--- src/rtl/mcs_pkg.sv ---
`timescale 1ns/1ps
package mcs_pkg;
  localparam int CLS_W = 3;

  typedef enum logic [CLS_W-1:0] {
    CLS_1B1C  = 3'd0,
    CLS_2B1C  = 3'd1,
    CLS_1B2C  = 3'd2,
    CLS_2B2C  = 3'd3,
    CLS_XMOVE = 3'd4
  } insn_cls_e;

  // class occupies a second code byte fetched in state 4 of cycle 0
  function automatic logic cls_two_byte(input logic [CLS_W-1:0] c);
    return (c == CLS_2B1C) || (c == CLS_2B2C);
  endfunction

  function automatic logic cls_xmove(input logic [CLS_W-1:0] c);
    return c == CLS_XMOVE;
  endfunction

  // number of machine cycles; unknown codes run as one cycle
  function automatic int unsigned cls_cycles(input logic [CLS_W-1:0] c);
    return ((c == CLS_1B2C) || (c == CLS_2B2C) || (c == CLS_XMOVE)) ? 2 : 1;
  endfunction
endpackage

--- src/rtl/mcs_state_ctr.sv ---
`timescale 1ns/1ps
module mcs_state_ctr #(
  parameter int N_STATES = 6,
  localparam int IDX_W = $clog2(N_STATES)
) (
  input  logic             clk,
  input  logic             rst_n,
  input  logic             run,
  output logic [IDX_W-1:0] st_idx,
  output logic             ph,
  output logic             wrap
);
  localparam logic [IDX_W-1:0] LAST = IDX_W'(N_STATES - 1);

  // final period of the machine cycle
  assign wrap = run && ph && (st_idx == LAST);

  always_ff @(posedge clk) begin
    if (!rst_n) begin
      st_idx <= '0;
      ph     <= 1'b0;
    end else if (run) begin
      if (ph) begin
        ph     <= 1'b0;
        st_idx <= (st_idx == LAST) ? '0 : st_idx + 1'b1;
      end else begin
        ph <= 1'b1;
      end
    end
  end
endmodule

--- src/rtl/mcs_cycle_ctl.sv ---
`timescale 1ns/1ps
module mcs_cycle_ctl
  import mcs_pkg::*;
#(
  parameter int MAX_CYC = 2,
  localparam int CYC_W = (MAX_CYC > 1) ? $clog2(MAX_CYC) : 1
) (
  input  logic             clk,
  input  logic             rst_n,
  input  logic             start,
  input  logic [CLS_W-1:0] cls_in,
  input  logic             wrap,
  output logic             busy,
  output logic [CLS_W-1:0] cur_cls,
  output logic [CYC_W-1:0] cur_cyc,
  output logic             last_cyc
);
  logic [CLS_W-1:0] cls_q;
  logic [CYC_W-1:0] cyc_q;
  int unsigned      need;

  // before capture, the live input is the class of the starting instruction
  assign cur_cls  = busy ? cls_q : cls_in;
  assign cur_cyc  = busy ? cyc_q : '0;
  assign need     = cls_cycles(cur_cls);
  assign last_cyc = (cur_cyc == CYC_W'(need - 1));

  always_ff @(posedge clk) begin
    if (!rst_n) begin
      busy  <= 1'b0;
      cls_q <= '0;
      cyc_q <= '0;
    end else if (!busy && start) begin
      busy  <= 1'b1;
      cls_q <= cls_in;
      cyc_q <= '0;
    end else if (busy && wrap) begin
      if (last_cyc) begin
        busy  <= 1'b0;
        cyc_q <= '0;
      end else begin
        cyc_q <= cyc_q + 1'b1;
      end
    end
  end
endmodule

--- src/rtl/mcs_strobe_dec.sv ---
`timescale 1ns/1ps
module mcs_strobe_dec
  import mcs_pkg::*;
#(
  parameter int N_STATES     = 6,
  parameter int FETCH2_STATE = 4,
  parameter int CYC_W        = 1,
  localparam int IDX_W = $clog2(N_STATES)
) (
  input  logic             active,
  input  logic             first,
  input  logic [IDX_W-1:0] st_idx,
  input  logic             ph,
  input  logic [CLS_W-1:0] cur_cls,
  input  logic [CYC_W-1:0] cur_cyc,
  input  logic             last_cyc,
  output logic             slot_a,
  output logic             slot_b,
  output logic             fetch_stb,
  output logic             opcode_latch,
  output logic             pc_inc_en,
  output logic             xdata_cycle,
  output logic             insn_end
);
  localparam logic [IDX_W-1:0] LAST = IDX_W'(N_STATES - 1);
  localparam logic [IDX_W-1:0] F2   = IDX_W'(FETCH2_STATE - 1);

  assign slot_a       = active && (st_idx == '0) && !ph;
  assign slot_b       = active && (st_idx == F2) && !ph;
  assign xdata_cycle  = active && cls_xmove(cur_cls) && (cur_cyc != '0);
  assign fetch_stb    = (slot_a || slot_b) && !xdata_cycle;
  assign opcode_latch = first;
  assign pc_inc_en    = first || (slot_b && (cur_cyc == '0) && cls_two_byte(cur_cls));
  assign insn_end     = active && ph && (st_idx == LAST) && last_cyc;
endmodule

--- src/rtl/mc_state_seq.sv ---
`timescale 1ns/1ps
module mc_state_seq
  import mcs_pkg::*;
#(
  parameter int N_STATES     = 6,
  parameter int FETCH2_STATE = 4,
  parameter int MAX_CYC      = 2
) (
  input  logic             clk,
  input  logic             rst_n,
  input  logic             insn_start,
  input  logic [CLS_W-1:0] insn_class,
  output logic [2:0]       state_num,
  output logic             phase_p2,
  output logic             fetch_stb,
  output logic             opcode_latch,
  output logic             pc_inc_en,
  output logic             xdata_cycle,
  output logic             insn_end
);
  localparam int IDX_W = $clog2(N_STATES);
  localparam int CYC_W = (MAX_CYC > 1) ? $clog2(MAX_CYC) : 1;

  logic             busy;
  logic             run;
  logic             first;
  logic             wrap;
  logic             last_cyc;
  logic             slot_a;
  logic             slot_b;
  logic [IDX_W-1:0] st_idx;
  logic [CLS_W-1:0] cur_cls;
  logic [CYC_W-1:0] cur_cyc;

  assign run       = busy || insn_start;
  assign first     = !busy && insn_start;
  assign state_num = 3'(st_idx) + 3'd1;

  mcs_state_ctr #(.N_STATES(N_STATES)) u_ctr (
    .clk(clk), .rst_n(rst_n), .run(run),
    .st_idx(st_idx), .ph(phase_p2), .wrap(wrap)
  );

  mcs_cycle_ctl #(.MAX_CYC(MAX_CYC)) u_cyc (
    .clk(clk), .rst_n(rst_n), .start(insn_start), .cls_in(insn_class),
    .wrap(wrap), .busy(busy), .cur_cls(cur_cls), .cur_cyc(cur_cyc),
    .last_cyc(last_cyc)
  );

  mcs_strobe_dec #(.N_STATES(N_STATES), .FETCH2_STATE(FETCH2_STATE),
                   .CYC_W(CYC_W)) u_dec (
    .active(run), .first(first), .st_idx(st_idx), .ph(phase_p2),
    .cur_cls(cur_cls), .cur_cyc(cur_cyc), .last_cyc(last_cyc),
    .slot_a(slot_a), .slot_b(slot_b), .fetch_stb(fetch_stb),
    .opcode_latch(opcode_latch), .pc_inc_en(pc_inc_en),
    .xdata_cycle(xdata_cycle), .insn_end(insn_end)
  );
endmodule

--- config.mk ---
export PLATFORM = sky130hd
export DESIGN_NAME = mc_state_seq
export DESIGN_NICKNAME = d
export VERILOG_FILES = /design/src/rtl/mcs_pkg.sv /design/src/rtl/mcs_state_ctr.sv /design/src/rtl/mcs_cycle_ctl.sv /design/src/rtl/mcs_strobe_dec.sv /design/src/rtl/mc_state_seq.sv
export SDC_FILE = /design/constraint.sdc
export NUM_CORES = 1
export LEC_CHECK = 0
export ABC_AREA = 1
export CORE_MARGIN = 3
export CORE_UTILIZATION = 30
export CTS_BUF_LIST = sky130_fd_sc_hd__clkbuf_4
export DETAILED_ROUTE_END_ITERATION = 12
export PLACE_DENSITY = 0.57
export RECOVER_POWER = 50
export SYNTH_ARGS = -nofsm -noshare
export SYNTH_HDL_FRONTEND = slang
export SYNTH_HIERARCHICAL = 1
export SYNTH_SLANG_ARGS = --single-unit
--- constraint.sdc ---
create_clock -name clk -period 3.1 [get_ports clk]
set_input_delay 0.31 -clock clk [delete_from_list [all_inputs] [get_ports clk]]
set_output_delay 0.31 -clock clk [all_outputs]
set_load 0.02 [all_outputs]
; ---- After elaboration in Yosys (flattened, before gate mapping)
; Index checks and enable logic that the tools add are counted.
[word_totals]
regBits = 9
output_inout_bits = 9
wordCells = 55
[classes]
addsub = 3
n_eq_ne = 7
mux = 9
bitwise_logic = 2
reduce_logical = 29
[op_table]
columns = op, count
row1 = 1-bit logical AND, 14
row2 = "3-bit by 2-bit equality test with 1-bit output, second input constant", 3
row3 = 1-bit two-way mux, 7
row4 = "3-bit equality test, second input constant", 2
row5 = 1-bit logical OR, 6
row6 = 3-bit two-way mux, 2
row7 = 2-bit AND reduction, 2
row8 = 2-bit nonzero test, 2
row9 = "3-bit by 1-bit adder with 3-bit output, second input constant", 1
row10 = "3-bit by 1-bit equality test with 1-bit output, second input constant", 1
row11 = 1-bit logical NOT, 3
row12 = 3-bit logical NOT, 1
row13 = 1-bit inverter, 2
row14 = 2-bit OR reduction, 1
row15 = "1-bit adder, second input constant", 1
row16 = 1-bit equality test, 1
row17 = "1-bit subtractor, second input constant", 1

; ---- Depth between registers and ports, before layout
; Gate-level depths: netlist (run 1).
[logic_depth]
ltp_word = 10
depth_mapped = 10

; ---- Cells and area by module
; The synthesis (run 1) kept the hierarchy.
[by_module_without_submodules]
columns = mod, n_inst, cells_each, area_per_inst_um2, seq_area_each_um2
row1 = mcs_cycle_ctl, 1, 53, 362.8, 100.1
row2 = mcs_state_ctr, 1, 25, 166.4, 80.1
row3 = mcs_strobe_dec, 1, 21, 121.4, 0.0
row4 = mc_state_seq, 1, 10, 48.8, 0.0

; ---- Least setup slack after synthesis (run 1)
; Ideal clock, no wire load.
[synth_timing]
path_kind = flip-flop to output port
from = reg u_cyc.busy
to = out insn_end
t_arrival_ps = 1474
t_required_ps = 2790
slack_ps = 1316
stages_incl_launch_ff = 9
n_path_buf = 1
cell_sequence = dfxtp_1 buf_6 nand2_2 nand2_4 nand3_1 nand3_2 and2_1 nand4_1 nor3_1
[synth_between]
elab_chain_cells = 8
word_cells_on_any_way = 14
[synth_lines]
columns = item, line_no
row1 = "start, declared", mcs_cycle_ctl.sv:13  ; output logic busy,
row2 = "start signal, assigned", mcs_cycle_ctl.sv:30  ; busy <= 1'b0;
row3 = "start signal, assigned", mcs_cycle_ctl.sv:34  ; busy <= 1'b1;
row4 = "start signal, assigned", mcs_cycle_ctl.sv:39  ; busy <= 1'b0;
row5 = 3-bit two-way mux (*), mcs_cycle_ctl.sv:23  ; assign cur_cls = busy ? cls_q : cls_in;
row6 = via cur_cls[2], mc_state_seq.sv:32  ; logic [CLS_W-1:0] cur_cls;
row7 = 3-bit by 2-bit equality test with 1-bit output, mcs_pkg.sv:24  ; return ((c == CLS_1B2C) || (c == CLS_2B2C) || (c == CLS_XMOVE)) ? 2 : 1;
row8 = 1-bit logical OR, mcs_pkg.sv:24
row9 = 1-bit logical OR (*), mcs_pkg.sv:24
row10 = 1-bit two-way mux (*), mcs_pkg.sv:24
row11 = 1-bit subtractor (*), mcs_cycle_ctl.sv:26  ; assign last_cyc = (cur_cyc == CYC_W'(need - 1));
row12 = 1-bit equality test (*), mcs_cycle_ctl.sv:26
row13 = via last_cyc, mc_state_seq.sv:28  ; logic last_cyc;
row14 = 1-bit logical AND (*), mcs_strobe_dec.sv:34  ; assign insn_end = active && ph && (st_idx == LAST) && last_cyc;
row15 = "end, declared", mc_state_seq.sv:19  ; output logic insn_end
; Mark *: on every way through the listed nets, which the timed path passes. The rest lies on a longest branch.

; ---- Final worst setup path (run 1)
; Ends and elaborated chain as after synthesis.

==> results_dict.tcl, run 1 <==
set metrics [dict create \
    end_kind "primary output" \
    crit_type "reg2out" \
    layout-drive-gt1-share_pct 19.5 \
    p_leak_nw 0.390 \
    status "completed" \
    endpoint "insn_end" \
    placedCellCount 146 \
    dieHeight_um 54.0 \
    grt_busiest_layer "met2" \
    cts_setup_buffers 0 \
    vdd_ir_drop_max_mv 0.208 \
    ant_nets 0 \
    setup_violations 0 \
    p_per_area_nw_per_um2 368 \
    root_buffer "clkbuf_4" \
    crit_start "u_cyc/busy$_SDFFE_PN0P_" \
    routabilityCongestion 0.847 \
    crit_slowest_cell "clkdlybuf4s50_1" \
    cp_data_arrival_time_ns 2.30 \
    netlist_area_um2 692 \
    grt_pass1_vias 531 \
    clkSlewWorstSetupHoldPaths_ns 0.06 \
    rsz0062_at_grt "no" \
    grtUsageTotal_pct 10.4 \
    fin_cells 150 \
    reg2reg_from "u_cyc/busy$_SDFFE_PN0P_" \
    ctsHoldBuffers 0 \
    drcViolationCount 0 \
    wl_mm 1.43 \
    core_um2 2060 \
    post_drt_wl_per_cell_um 9.54 \
    io_pins 15 \
    clockBufferDepth 2 \
    cp_max_fo 11 \
    p_total_mw 0.322 \
    final-max-slew-violation-count 0 \
    r2r_end "u_cyc/cyc_q$_SDFFE_PP0P_" \
    cp-start-kind "register" \
    ctsResizeCount 0 \
    setup_ws_ns 0.492 \
    tightestPinTransition_ns 0.481 \
    diodes 0 \
    combinationalPowerShare_pct 27.6 \
    cts_tree "built" \
    yosysWarningCount 6 \
    internal-power_mw 0.220 \
    grt_pass1_wl_mm 2.21 \
    crit_family "simple AND/OR/NAND/NOR gates" \
    use_met1_pct 14.2 \
    n_fill_cell 229 \
    first_pass_iters 4 \
    drt_iter0_markers 11 \
    num_vias 645 \
    p_clk_share_pct 30.9 \
    reg2reg_slack_ns 1.23 \
    cp.depth 8 \
    min_path_type "reg2reg" \
    cts_max_level 1 \
    use_met2_pct 15.7 \
    syn_area_per_cell_um2 6.47 \
    slew_headroom_pct 67.9 \
    max_freq_mhz 384 \
    final_util_pct 42.4 \
    die_area_um2 2920 \
    numPortBuffers 14 \
    fin_setup_tns_ns 0 \
    hold_viol 0 \
    critical_path_buf_inv_count 1 \
    placementRows 16 \
    fin_crit_ns 2.61 \
    fp.dieW_um 54.0 \
    initial_core_util_pct 33.6 \
    sw_frac_of_total_pct 31.7 \
    p_sw_mw 0.102 \
    skew_ns 0.00215 \
    vias_per_cell 4.30 \
    final_nets 131 \
    met3_usage_pct 0.831 \
    overflow 0 \
    pwr-share-seq_pct 41.5 \
    min_period_over_period_pct 84.1 \
    cts_buffers 3 \
    hpwl_mm 1.14 \
    place_ws_ns 0.615 \
    synth_cells 107 \
    worstSkewPairLatency_ns 0.25 \
    syn-num-nets 114 \
    clock_sinks 9 \
    antenna_found_initial 0 \
    path_cells "nand2_2, nand2_4, nand2_1, nand3_2, and2_1, nand4_1, nor3_1, clkdlybuf4s50_1" \
    grt_max_degree 12 \
    area_growth_pct 26.4 \
    slowest_delay_ns 0.63 \
    rr_worst_depth 7 \
    required_ns 2.79 \
    maxCapViolCount 0 \
]
routing by layer:
layer	share of wire, %	vias to the layer above	wire length [µm]
li1	-	363	-
met1	50	271	719
met2	45	9	644
met3	2.9	2	42
met4	1.7	0	25
met5	0	-	0
cell type report:
class	count	area (µm²)	area share, %
clock buffers	4	30.0	3.43
inverters	19	76.3	8.73
repair buffers	14	140	16.0
well taps	27	33.8	3.86
multi-input cells	77	414	47.4
flip-flops and latches	9	180	20.6
metrics by stage:
stage / hold slack (ns) / instance area, µm²
finish: 0.455 / 875
global route: 0.470 / 875
detailed placement: 0.448 / 847
global placement: 0.445 / 847
CTS: 0.459 / 877
floorplan: 0.429 / 692
placed cells by master, fill, tap and decap left out:
cell type,instances
inv_1,16
dfxtp_1,9
nor2_4,1
clkbuf_4,4
inv_6,1
nand4_1,1
a21oi_1,3
inv_2,2
nand2_1,26
nor2_2,1
nor3_1,2
o21ai_0,6
nand2_2,5
nand3b_1,1
nor2_1,15
dlygate4sd3_1,2
or2_0,1
o21a_1,1
nand3_1,2
ha_1,1
nand2_4,2
a21oi_2,2
o21ai_2,1
and2_1,1
o21bai_2,1
nand3_2,4
clkdlybuf4s50_1,12
power by group through the flow:
stage | Combinational [mW] | Sequential, mW | Clock, mW
3_3_place_gp | 0.0896 | 0.137 | 0
2_1_floorplan | 0.0643 | 0.134 | 0
4_1_cts | 0.0912 | 0.134 | 0.104
5_1_grt | 0.0983 | 0.135 | 0.109
3_5_place_dp | 0.0910 | 0.137 | 0
6_report | 0.0889 | 0.134 | 0.0994
flip-flops by register name (all words and copies together), names as in the netlist:
signal        cells
u_ctr/st_idx      3
u_cyc/cls_q       3
u_cyc/busy        1
u_cyc/cyc_q       1
u_ctr/ph          1
tightest hold or removal path: cells and delay by family (launching register included):
kind / cells / cell delay (ns)
flops: 1 / 0.30
buf+inv: 1 / 0.06
compound gates: 1 / 0.05
worst min path at each step:
| stage | start | to | slack [ns] | cells past startpoint |
|---|---|---|---|---|
| after floorplan | u_cyc/cls_q[0]$_SDFFE_PN0P_ | u_cyc/cls_q[0]$_SDFFE_PN0P_ | 0.43 | 2 |
| after global placement | u_cyc/cls_q[0]$_SDFFE_PN0P_ | u_cyc/cls_q[0]$_SDFFE_PN0P_ | 0.45 | 2 |
| after detailed placement | u_cyc/cls_q[0]$_SDFFE_PN0P_ | u_cyc/cls_q[0]$_SDFFE_PN0P_ | 0.45 | 2 |
| after CTS | u_cyc/cls_q[0]$_SDFFE_PN0P_ | u_cyc/cls_q[0]$_SDFFE_PN0P_ | 0.46 | 2 |
| after global routing | u_cyc/cls_q[0]$_SDFFE_PN0P_ | u_cyc/cls_q[0]$_SDFFE_PN0P_ | 0.47 | 2 |
| final | u_cyc/cls_q[0]$_SDFFE_PN0P_ | u_cyc/cls_q[0]$_SDFFE_PN0P_ | 0.45 | 2 |
(Power assumes the default switching activity.)
==> inputs of run 2 (changes only) <==
- PLACE_DENSITY: 0.57 -> 0.59
- clock period: 3.1 -> 2.3 ns (I/O delays scaled with it)
==> results_dict.tcl, run 2 (synthesis gave the netlist of run 1 again) <==
set metrics [dict create \
    status "completed" \
    crit_start "u_cyc/busy$_SDFFE_PN0P_" \
    max_freq_mhz 471 \
    clkSlewWorstSetupHoldPaths_ns 0.07 \
    cts_setup_buffers 0 \
    reg2reg_from "u_cyc/busy$_SDFFE_PN0P_" \
    placedCellCount 150 \
    root_buffer "clkbuf_4" \
    ant_nets 0 \
    min_period_over_period_pct 92.3 \
    reg_top3 "u_ctr/st_idx: 3 flops, u_cyc/cls_q: 3 flops" \
    endpoint "fetch_stb" \
    final_cell_mix "26 x nand2_1, 16 x inv_1, 15 x nor2_1" \
    fin_crit_ns 2.12 \
    cp_max_fo 11 \
    io_pins 15 \
    setup_violations 0 \
    dieHeight_um 54.0 \
    reg2reg_slack_ns 0.78 \
    final-max-slew-violation-count 0 \
    stdcell_area_um2 895 \
    diodes 0 \
    num_vias 676 \
    slowest_delay_ns 0.60 \
    cp_data_arrival_time_ns 1.89 \
    drt_iter0_markers 12 \
    fin_cells 154 \
    p_per_area_nw_per_um2 496 \
    combinationalPowerShare_pct 28.4 \
    grt_pass1_wl_mm 2.62 \
    crit_family "buffers and inverters" \
    required_ns 2.07 \
    pwr-share-seq_pct 40.7 \
    p_clk_share_pct 30.8 \
    numPortBuffers 14 \
    cts_buffers 3 \
    clock_sinks 9 \
    layout-drive-gt1-share_pct 20.5 \
    min_path_type "reg2reg" \
    grt_max_degree 12 \
    maxCapViolCount 0 \
    cts_tree "built" \
    vdd_ir_drop_max_mv 0.253 \
    r2r_end "u_cyc/busy$_SDFFE_PN0P_" \
    tightestPinTransition_ns 0.340 \
    wl_mm 1.46 \
    hold_viol 0 \
    area_growth_pct 29.3 \
    sw_frac_of_total_pct 31.7 \
    crit_type "reg2out" \
    skew_ns 0.00663 \
    p_leak_nw 0.412 \
    slew_headroom_pct 77.3 \
    drcViolationCount 0 \
    cp-start-kind "register" \
    vias_per_cell 4.39 \
    worstSkewPairLatency_ns 0.26 \
    rsz0062_at_grt "no" \
    cp.depth 6 \
    n_fill_cell 209 \
    grtUsageTotal_pct 12.3 \
    internal-power_mw 0.303 \
    path_cells "or2_1, inv_2, nor2_4, nand2_2, a21oi_2, clkdlybuf4s50_1" \
    hpwl_mm 1.16 \
    crit_slowest_cell "clkdlybuf4s50_1" \
    fp.dieW_um 54.0 \
    first_pass_iters 4 \
    routabilityCongestion 0.761 \
    grt_pass1_vias 676 \
    die_area_um2 2920 \
    cts_max_level 1 \
    clockBufferDepth 2 \
    rr_worst_depth 8 \
    initial_core_util_pct 33.6 \
    critical_path_buf_inv_count 2 \
    final_common_cell "nand2_1" \
    antenna_found_initial 0 \
    core_um2 2060 \
    placementRows 16 \
    final_nets 135 \
    p_sw_mw 0.141 \
    overflow 0 \
    post_drt_wl_per_cell_um 9.49 \
    end_kind "primary output" \
    dpl_cell_area_um2 877 \
]
run 2: cell count changes in the layout (fill, tap and decap cells not counted), sizes merged:
| cell | before | now |
|---|---|---|
| dlygate4sd2 | 0 | 1 |
| buf | 0 | 3 |
| clkdlybuf4s50 | 12 | 13 |
| dlygate4sd3 | 2 | 0 |
| clkbuf | 4 | 5 |
run 2: cell type report:
class / count / area (µm²) / share of cell area (%)
Clock buffer: 4 / 30.0 / 3.36
Multi-Input combinational cell: 77 / 405 / 45.3
Sequential cell: 9 / 184 / 20.6
Inverter: 19 / 76.3 / 8.53
Timing Repair Buffer: 18 / 165 / 18.5
Tap cell: 27 / 33.8 / 3.78
run 2: how the worst min path moves through the flow:
stage	from	to	slack, ns	cells past startpoint
final	u_cyc/cls_q[0]$_SDFFE_PN0P_	u_cyc/cls_q[0]$_SDFFE_PN0P_	0.46	2
after detailed placement	u_cyc/cls_q[0]$_SDFFE_PN0P_	u_cyc/cls_q[0]$_SDFFE_PN0P_	0.45	2
after floorplan	rst_n	u_ctr/st_idx[0]$_SDFFE_PN0P_	0.35	2
after CTS	u_cyc/cls_q[0]$_SDFFE_PN0P_	u_cyc/cls_q[0]$_SDFFE_PN0P_	0.46	2
after global routing	u_cyc/cls_q[0]$_SDFFE_PN0P_	u_cyc/cls_q[0]$_SDFFE_PN0P_	0.48	2
after global placement	u_cyc/cls_q[0]$_SDFFE_PN0P_	u_cyc/cls_q[0]$_SDFFE_PN0P_	0.44	2
run 2: timing repair:
item / in CTS / in global routing
hold buffers: 0 / 0
resized for setup: 3 / 0
endpoints found under the setup margin: 4 / 0
run 2: worst reg2reg max path: cells and delay by family (launching register included):
family / cells / cell delay, ns
buffers and inverters: 2 / 0.09
flip-flops: 1 / 0.43
AND/OR/NAND/NOR: 6 / 0.89
run 2: metal layers:
layer / GRT usage, % / wire (µm) / vias up / part of all wire (%)
met4: 7.47 / 19 / 0 / 1.3
met2: 20.8 / 678 / 11 / 46
met3: 1.66 / 31 / 2 / 2.1
met1: 14.5 / 733 / 290 / 50
met5: 0 / 0 / - / 0
li1: - / - / 373 / -
run 2: power groups by stage:
stage                     combinational (mW)  clock, mW  sequential [mW]
after detailed placement               0.129          0            0.185
after global routing                   0.140      0.155            0.183
after global placement                 0.127          0            0.184
after CTS                              0.129      0.147            0.181
after floorplan                       0.0867          0            0.180
final                                  0.126      0.137            0.181
run 2: per-stage QoR:
stage	TNS [ns]	util (%)	hold WS [ns]	power [mW]	setup slack, ns
6_report	0	43.4	0.465	0.444	0.178
5_1_grt	0	43.4	0.482	0.478	0.0540
4_1_cts	0	44.1	0.465	0.457	0.136
3_5_place_dp	-0.00711	42.5	0.454	0.314	-0.00711
3_3_place_gp	0	42.5	0.443	0.312	0.0114
2_1_floorplan	0	-	0.351	0.267	0.596
